`config.mk`:
```
export PLATFORM = sky130hd
export DESIGN_NAME = spi_eng
export DESIGN_NICKNAME = d
export VERILOG_FILES = /design/src/rtl/spi_eng_pkg.sv /design/src/rtl/spi_eng_tick.sv /design/src/rtl/spi_eng_ring.sv /design/src/rtl/spi_eng_ctrl.sv /design/src/rtl/spi_eng.sv
export SDC_FILE = /design/constraint.sdc
export NUM_CORES = 1
export LEC_CHECK = 0
export ABC_AREA = 0
export CORE_UTILIZATION = 30
export DETAILED_ROUTE_END_ITERATION = 10
export PLACE_DENSITY = 0.44
export SLEW_MARGIN = 20
export SYNTH_ARGS = -nofsm -noshare
export SYNTH_HDL_FRONTEND = slang
export SYNTH_SLANG_ARGS = --single-unit
```
`constraint.sdc`:
```
create_clock -name clk -period 7 [get_ports clk]
set_input_delay 1.4 -clock clk [delete_from_list [all_inputs] [get_ports clk]]
set_output_delay 1.4 -clock clk [all_outputs]
set_load 0.01 [all_outputs]
```
`src/rtl/spi_eng_pkg.sv`:
```
package spi_eng_pkg;

    typedef enum logic [2:0] {
        ST_IDLE,
        ST_LOW,
        ST_HIGH,
        ST_NEXT,
        ST_GAP
    } eng_state_t;

    localparam logic [3:0] ADR_OPC  = 4'h0;
    localparam logic [3:0] ADR_CNT  = 4'h1;
    localparam logic [3:0] ADR_CTL  = 4'h2;
    localparam logic [3:0] ADR_DATA = 4'hC;
    localparam logic [3:0] ADR_STAT = 4'hD;

endpackage

```
`src/rtl/spi_eng_tick.sv`:
```
module spi_eng_tick #(
    parameter int RATE_W = 2
) (
    input  logic              clk,
    input  logic              rst_n,
    input  logic              en,
    input  logic              clr,
    input  logic [RATE_W-1:0] div,
    output logic              tick
);
    logic [RATE_W-1:0] cnt_q;

    assign tick = en && !clr && (cnt_q >= div);

    always_ff @(posedge clk) begin
        if (!rst_n) begin
            cnt_q <= '0;
        end else if (clr || !en || tick) begin
            cnt_q <= '0;
        end else begin
            cnt_q <= cnt_q + RATE_W'(1);
        end
    end
endmodule

```
`src/rtl/spi_eng_ring.sv`:
```
module spi_eng_ring #(
    parameter int DEPTH = 8,
    parameter int PTR_W = $clog2(DEPTH)
) (
    input  logic             clk,
    input  logic             rst_n,
    input  logic             ptr_clr,
    input  logic             wr_en,
    input  logic [7:0]       wr_data,
    input  logic             adv,
    output logic [7:0]       rd_data,
    output logic [PTR_W-1:0] ptr
);
    localparam logic [PTR_W-1:0] LAST = PTR_W'(DEPTH - 1);

    logic [7:0]       mem [DEPTH];
    logic [PTR_W-1:0] ptr_q;

    assign ptr     = ptr_q;
    assign rd_data = mem[ptr_q];

    always_ff @(posedge clk) begin
        if (!rst_n) begin
            for (int i = 0; i < DEPTH; i++) begin
                mem[i] <= '0;
            end
        end else if (wr_en) begin
            mem[ptr_q] <= wr_data;
        end
    end

    always_ff @(posedge clk) begin
        if (!rst_n) begin
            ptr_q <= '0;
        end else if (ptr_clr) begin
            ptr_q <= '0;
        end else if (wr_en || adv) begin
            ptr_q <= (ptr_q == LAST) ? '0 : ptr_q + PTR_W'(1);
        end
    end
endmodule

```
`src/rtl/spi_eng_ctrl.sv`:
```
module spi_eng_ctrl
    import spi_eng_pkg::*;
(
    input  logic       clk,
    input  logic       rst_n,
    input  logic       go,
    input  logic [7:0] opcode,
    input  logic [7:0] counts,
    input  logic       tick,
    input  logic [7:0] ring_rd,
    input  logic       miso,
    output logic       busy,
    output logic       tick_en,
    output logic       tick_clr,
    output logic       sck,
    output logic       cs_n,
    output logic       mosi,
    output logic       rx_wr,
    output logic [7:0] rx_data
);
    eng_state_t state_q, state_d;

    logic [7:0] shreg_q;
    logic [7:0] rxsh_q;
    logic [2:0] bitcnt_q;
    logic [4:0] remain_q;
    logic       is_op_q;
    logic       gap_half_q;

    logic byte_end;
    assign byte_end = (state_q == ST_HIGH) && tick && (bitcnt_q == 3'd0);

    always_ff @(posedge clk) begin
        if (!rst_n) begin
            state_q <= ST_IDLE;
        end else begin
            state_q <= state_d;
        end
    end

    always_comb begin
        state_d = state_q;
        unique case (state_q)
            ST_IDLE: if (go) state_d = ST_LOW;
            ST_LOW:  if (tick) state_d = ST_HIGH;
            ST_HIGH: if (tick) state_d = (bitcnt_q == 3'd0) ? ST_NEXT : ST_LOW;
            ST_NEXT: state_d = (remain_q == 5'd0) ? ST_GAP : ST_LOW;
            ST_GAP:  if (tick && gap_half_q) state_d = ST_IDLE;
            default: state_d = ST_IDLE;
        endcase
    end

    always_ff @(posedge clk) begin
        if (!rst_n) begin
            shreg_q    <= '0;
            rxsh_q     <= '0;
            bitcnt_q   <= '0;
            remain_q   <= '0;
            is_op_q    <= 1'b0;
            gap_half_q <= 1'b0;
        end else begin
            unique case (state_q)
                ST_IDLE: begin
                    if (go) begin
                        shreg_q    <= opcode;
                        bitcnt_q   <= 3'd7;
                        remain_q   <= {1'b0, counts[3:0]} + {1'b0, counts[7:4]};
                        is_op_q    <= 1'b1;
                        gap_half_q <= 1'b0;
                    end
                end
                ST_LOW: begin
                    if (tick) rxsh_q <= {rxsh_q[6:0], miso};
                end
                ST_HIGH: begin
                    if (tick) begin
                        if (bitcnt_q != 3'd0) begin
                            shreg_q  <= {shreg_q[6:0], 1'b0};
                            bitcnt_q <= bitcnt_q - 3'd1;
                        end else begin
                            is_op_q <= 1'b0;
                        end
                    end
                end
                ST_NEXT: begin
                    if (remain_q != 5'd0) begin
                        shreg_q  <= ring_rd;
                        bitcnt_q <= 3'd7;
                        remain_q <= remain_q - 5'd1;
                    end
                end
                ST_GAP: begin
                    if (tick) gap_half_q <= 1'b1;
                end
                default: ;
            endcase
        end
    end

    always_comb begin
        busy     = (state_q != ST_IDLE);
        cs_n     = (state_q == ST_IDLE) || (state_q == ST_GAP);
        sck      = (state_q == ST_HIGH);
        mosi     = cs_n ? 1'b0 : shreg_q[7];
        tick_en  = (state_q == ST_LOW) || (state_q == ST_HIGH) || (state_q == ST_GAP);
        tick_clr = (state_q == ST_NEXT);
        rx_wr    = byte_end && !is_op_q;
        rx_data  = rxsh_q;
    end
endmodule

```
`src/rtl/spi_eng.sv`:
```
module spi_eng
    import spi_eng_pkg::*;
#(
    parameter int DEPTH  = 8,
    parameter int RATE_W = 2
) (
    input  logic       clk,
    input  logic       rst_n,
    input  logic [3:0] reg_addr,
    input  logic       reg_wr,
    input  logic       reg_rd,
    input  logic [7:0] reg_wdata,
    output logic [7:0] reg_rdata,
    output logic       spi_sck,
    output logic       spi_cs_n,
    output logic       spi_mosi,
    input  logic       spi_miso
);
    localparam int PTR_W = $clog2(DEPTH);

    logic [7:0]        op_q;
    logic [7:0]        cnt_q;
    logic [RATE_W-1:0] rate_q;

    logic             busy, go, ptr_clr;
    logic             tick, tick_en, tick_clr;
    logic             eng_wr;
    logic [7:0]       eng_data;
    logic [7:0]       ring_rd;
    logic [PTR_W-1:0] ptr;
    logic             host_dat_wr, host_dat_rd;
    logic             ring_wr;
    logic [7:0]       ring_wdata;
    logic [2:0]       ptr_view;

    assign go          = reg_wr && (reg_addr == ADR_CTL) && reg_wdata[0] && !busy;
    assign ptr_clr     = reg_wr && (reg_addr == ADR_CTL) && reg_wdata[4];
    assign host_dat_wr = reg_wr && (reg_addr == ADR_DATA) && !busy;
    assign host_dat_rd = reg_rd && (reg_addr == ADR_DATA) && !busy;
    assign ring_wr     = host_dat_wr || eng_wr;
    assign ring_wdata  = eng_wr ? eng_data : reg_wdata;
    assign ptr_view    = 3'(ptr);

    always_ff @(posedge clk) begin
        if (!rst_n) begin
            op_q   <= '0;
            cnt_q  <= '0;
            rate_q <= '0;
        end else if (reg_wr) begin
            if (reg_addr == ADR_OPC && !busy)  op_q   <= reg_wdata;
            if (reg_addr == ADR_CNT && !busy)  cnt_q  <= reg_wdata;
            if (reg_addr == ADR_STAT)          rate_q <= reg_wdata[4 +: RATE_W];
        end
    end

    always_comb begin
        unique case (reg_addr)
            ADR_OPC:  reg_rdata = op_q;
            ADR_CNT:  reg_rdata = cnt_q;
            ADR_CTL:  reg_rdata = {7'd0, busy};
            ADR_DATA: reg_rdata = ring_rd;
            ADR_STAT: reg_rdata = {2'd0, 2'(rate_q), 1'b0, ptr_view};
            default:  reg_rdata = 8'd0;
        endcase
    end

    spi_eng_tick #(.RATE_W(RATE_W)) u_tick (
        .clk   (clk),
        .rst_n (rst_n),
        .en    (tick_en),
        .clr   (tick_clr),
        .div   (rate_q),
        .tick  (tick)
    );

    spi_eng_ring #(.DEPTH(DEPTH), .PTR_W(PTR_W)) u_ring (
        .clk     (clk),
        .rst_n   (rst_n),
        .ptr_clr (ptr_clr),
        .wr_en   (ring_wr),
        .wr_data (ring_wdata),
        .adv     (host_dat_rd),
        .rd_data (ring_rd),
        .ptr     (ptr)
    );

    spi_eng_ctrl u_ctrl (
        .clk      (clk),
        .rst_n    (rst_n),
        .go       (go),
        .opcode   (op_q),
        .counts   (cnt_q),
        .tick     (tick),
        .ring_rd  (ring_rd),
        .miso     (spi_miso),
        .busy     (busy),
        .tick_en  (tick_en),
        .tick_clr (tick_clr),
        .sck      (spi_sck),
        .cs_n     (spi_cs_n),
        .mosi     (spi_mosi),
        .rx_wr    (eng_wr),
        .rx_data  (eng_data)
    );
endmodule

```
After elaboration in Yosys (flattened, before gate mapping):

Memory sizes are Yosys's and may differ from the RTL's. A register that Yosys moved wholly into a read port is not among the register bits.
Index checks and enable logic that the tools add are counted.

* memory bits (writable): 64
* ROM bits: 0
* logic and storage cells: 127
* input bits: 17
* latch bits: 0
* register bits: 52
* memories kept: 1
* output and inout port bits: 11

Memory list
* u_ring.mem: depth 8, bits a word 8, rd ports 1, clocked after memory_dff 1, write ports 8, line spi_eng_ring.sv:16 `logic [7:0] mem [DEPTH];`

* div/mod/pow operators: 0
* shift-type cells: 0
* equal/unequal tests: 17
* $mul: 0
* magnitude comparators: 1
* muxes and demuxes: 40
* reduce and logical (&&, ||, !) cells: 50
* bitwise logic cells: 1
* add/subtract/negate cells: 5

Operator list (count)
* $mux W8: 6
* $pmux W8 S5: 1
* $mux W3: 13
* $pmux W8 S3: 1
* $logic_and A1 B1 Y1: 16
* $pmux W3 S5: 1
* $ne A2 B1 Y1 const B: 6
* $mux W1: 11
* $mux W5: 2
* $pmux W5 S2: 1
* $pmux W3 S3: 1
* $reduce_bool A3 Y1: 3
* $eq A4 B4 Y1 const B: 2
* $reduce_and A2 Y1: 4
* $reduce_and A4 Y1: 2
* $reduce_or A8 Y1: 1
* $logic_or A1 B1 Y1: 7
* $eq A3 B2 Y1 const B: 2
* $eq A3 B3 Y1 const B: 2
* $logic_not A3 Y1: 2
* $reduce_and A3 Y1: 2
* $reduce_bool A2 Y1: 3
* $add A4 B4 Y5: 1
* $logic_not A5 Y1: 1
* other kinds (17): 23

Depth between registers and ports, before layout:

* depth after elaboration: 14
* gate-level depth with buffers: 8
* mapped depth without buffers: 8

Hierarchy:

Synthesis repeated with hierarchy kept, for this count alone.

* cell total of the unflattened synthesis: 529
* area, all modules: 6178.4 sq um

By module, submodules not included
* spi_eng_ring: area each 3188.1 sq um, cells each 198, times used 1
* spi_eng_ctrl: area each 1742.9 sq um, cells each 198, times used 1
* spi_eng: area each 1116.1 sq um, cells each 119, times used 1
* spi_eng_tick: area each 131.4 sq um, cells each 14, times used 1

Worst setup path after synthesis:

Ideal clock, no wire load.

* path kind: input port to output port
* from: input port reg_addr[1]
* to: output port reg_rdata[5]
* stages: 3
* setup slack: 3.272 ns
* data required time: 5.600 ns
* arrival: 2.328 ns
* cell sequence: nor4_2 a222oi_1 o21ai_0

* word-level cells in the longest chain between the ends: 2
* elaborated cells between the ends (all ways): 6

Ends and longest elaborated chain
* start: declaration: line spi_eng.sv:9 `input logic [3:0] reg_addr,`
* $eq A4 B4 Y1 (tied with other cells): line spi_eng.sv:57 `unique case (reg_addr)`
* $pmux W8 S5 (*): line spi_eng.sv:57
* end: declaration: line spi_eng.sv:13 `output logic [7:0] reg_rdata,`

Every way passes the cells marked *; elsewhere a longest branch is shown, timed or not.

Final worst setup path:

* from: input port reg_addr[1]
* to: output port reg_rdata[2]

The elaborated chain is that of the path after synthesis.

==> metrics.md <==
| Metric | Value |
|---|---|
| CTS Sinks | `119` |
| Post-synth ARST share | `0%` |
| CTS H-tree lvls | `4` |
| Slew headroom | `30.0%` |
| HP Class | `reg -> reg` |
| Reg2Reg Launch Point | `u_ctrl.state_q[1]$_SDFFE_PN0P_` |
| Final design utilization | `36.3%` |
| Cells after DPL | `791` |
| Postcts setup bufs | `0` |
| CP endpoint kind | `primary output` |
| Status | `completed` |
| Worst EP arrival | `3.74 ns` |
| CTS tree | `yes` |
| Post-route ant nets | `0` |
| Synth Net Count | `583` |
| Starting Density | `30.8%` |
| Crit path largest cell delay | `0.80 ns` |
| Critical-path maximum fanout | `9` |
| Yosys top cell by area | `edfxtp_1` |
| Total congestion overflow | `0` |
| Count of cell types in the netlist | `55` |
| Post-route setup TNS | `0 ns` |
| Setup crit start | `reg_addr[1]` |
| Clock Power Share | `49.1%` |
| Switch Pwr | `0.388 mW` |
| Fmax | `194 MHz` |
| Root buf cell | `clkbuf_16` |
| Placer Congestion | `0.824` |
| Layout cells sized above 1 | `around 8.7%` |
| Power, Total | `1.65 mW` |
| Max capacitance violation total | `0` |
| Worst slack, placed | `1.90 ns` |
| Wire length per cell | `19.6 um` |
| Top cells by count, synth | `nor2_1, mux2i_1, edfxtp_1` |
| Final setup vio count | `0` |
| Worst setup SP type | `input pin` |
| Fin cells | `823` |
| Post-synth EDFFs | `between 60 and 70` |
| Yosys top cell area share | `33.3%` |
| Clk_skew | `about 0.011 ns` |
| Final max-slew violation count | `0` |
| VDD IR max | `0.000153 V` |
| Post-layout instance area | `6820 um2` |
| GRT Total Usage | `roughly 17%` |
| CP cell instances | `clkdlybuf4s50_1 > nor4_2 > a222oi_1 > o21ai_0 > clkdlybuf4s50_1` |
| Min Tclk post-route | `5.14 ns` |
| Die Ht | `between 100 and 150 um` |
| IO Port Bufs | `27` |
| Clk_lat worst skew | `0.43 ns` |
| Post-synthesis cell area | `approximately 5800 um2` |
| Synth top area cells | `edfxtp_1, dfxtp_1, mux2i_1, nor2_1, a22oi_1` |
| Crit Path Category | `in -> out` |
| Final Hold Fails | `0` |
| Reg power frac | `between 40% and 50%` |
| Synthesized flop and latch total | `119` |
| Most frequent cell after synthesis | `nor2_1` |
| Number of I/O pins | `28` |
| Most used flip-flop cell after synthesis | `edfxtp_1` |
| Largest net degree at the start of global routing | `between 40 and 50` |
| Seq/Total Area, Yosys | `52.4%` |
| Clock buffer depth | `2` |
| 1st-pass router iterations | `5` |
| YS warnings | `0` |
| P_leak | `2.50 nW` |
| Layout area overhead | `18.1%` |
| Fillers | `1887` |
| RSZ-0062 raised after global routing | `false` |
| Routed vias/inst | `5.28` |
| Most frequent CP cell | `clkdlybuf4s50_1` |
| Die area | `19800 um2` |
| Hold Slack | `around 0.46 ns` |
| Area after DPL | `6270 um2` |
| CTS Hold Buffers Added | `0` |
| # diodes | `0` |
| DR iter-0 viols | `386` |
| Die width | `141 um` |
| DP Wirelength | `between 10000 and 15000 um` |
| CP max stage cell | `nor4_2` |
| Final WS setup | `1.86 ns` |
| Worst-path clk slew | `0.06 ns` |
| Mapped Cells | `around 550` |
| # resized after CTS | `0` |
| Origin of the worst min-delay path | `u_tick.cnt_q[0]$_SDFF_PP0_` |
| Comb power frac | `4.9%` |
| Initial antenna violation count | `0` |
| Period utilization | `73.5%` |
| Total number of vias | `around 4300` |
| Num CTS Buffers | `17` |
| Core Rows | `50` |
| Data required time of the worst path | `approximately 5.6 ns` |
| Final nets | `roughly 610` |
| Routed wire length | `16100 um` |
| Global-route wire length before repair | `roughly 25000 um` |
| Remaining DRCs | `0` |
| Core Region | `approximately 19000 um2` |
| PD cells | `242 nW/um2` |
| Internal Power | `1.26 mW` |
| Vias in the first global route | `4165` |
| Switching Fraction | `23.6%` |
| Worst Tran Pin Value | `1.05 ns` |
| Synthesized area per cell | `10.4 um2` |
[path summary, 6_finish.rpt]
path,end,slack [ns],cells after the start
max,reg_rdata[2],1.86,5
min,u_tick.cnt_q[0]$_SDFF_PP0_,0.46,1
max reg2reg,u_ring.mem[1][1]$_SDFFCE_PN0P_,3.51,5
min reg2reg,u_tick.cnt_q[0]$_SDFF_PP0_,0.46,1
[flip-flops by register name, indices dropped and copies added, names as in the netlist, 2 cells and up, named ones only]
name and count:
u_ring.mem 64, u_ctrl.shreg_q 8, u_ring.ptr 3, u_ctrl.bitcnt_q 3, u_ctrl.state_q 3, u_ctrl.rx_data 8
u_ctrl.remain_q 5, rate_q 2, op_q 8, cnt_q 8, u_tick.cnt_q 2
[cells in the final DEF (no fill, tap or decap), types with 4 or more instances in the layout]
cell	synthesis	layout
a21oi_1	19	19
a222oi_1	5	5
a22oi_1	21	21
a311oi_1	8	8
buf_4	0	5
clkbuf_16	0	17
clkdlybuf4s50_1	0	27
clkinv_1	1	4
clkinvlp_4	0	5
dfxtp_1	55	54
edfxtp_1	64	64
ha_1	12	12
inv_1	12	12
mux2i_1	67	64
nand2_1	34	34
nand2b_1	4	4
nand3_1	17	17
nand3_2	4	4
nand4_2	4	4
nor2_1	116	116
nor2b_1	8	8
nor3b_1	7	7
o211ai_1	4	4
o21ai_0	17	17
[power by group through the flow]
| stage | sequential (mW) | clock [mW] | combinational (mW) |
|---|---|---|---|
| after floorplan | 0.769 | 0 | 0.0439 |
| after global routing | 0.760 | 0.847 | 0.0876 |
| final | 0.758 | 0.810 | 0.0806 |
| after CTS | 0.758 | 0.820 | 0.0807 |
| after global placement | 0.773 | 0 | 0.0798 |
| after detailed placement | 0.773 | 0 | 0.0803 |
[worst max-delay path: cells and delay by family]
family / cells / cell delay [ns]
buf+inv: 2 / 1.11
simple gates: 1 / 0.80
compound gates: 2 / 0.43
[cells by family after synthesis]
kind of cell / share of synthesized area (%)
mux: 11.6
fa+ha+maj: 2.95
xor+xnor: 0.607
compound gates: 11.9
buf+inv: 2.71
flops: 52.4
simple gates: 17.8
[routing by layer]
layer,vias up,global-route usage [%],wire (um)
li1,2083,-,-
met1,2134,22.3,7540
met2,113,27.4,7590
met3,17,3.74,777
met4,0,5.95,234
met5,-,0,0
[area by class of cell]
type,count,area (um2),area share [%]
Clock buffer,19,433,6.35
Clock inverter,13,106,1.56
Inverter,13,48.8,0.716
Multi-Input combinational cell,393,2610,38.2
Sequential cell,119,3020,44.3
Tap cell,234,293,4.29
Timing Repair Buffer,32,308,4.51
Note: power is estimated with default switching activity, not from simulation.
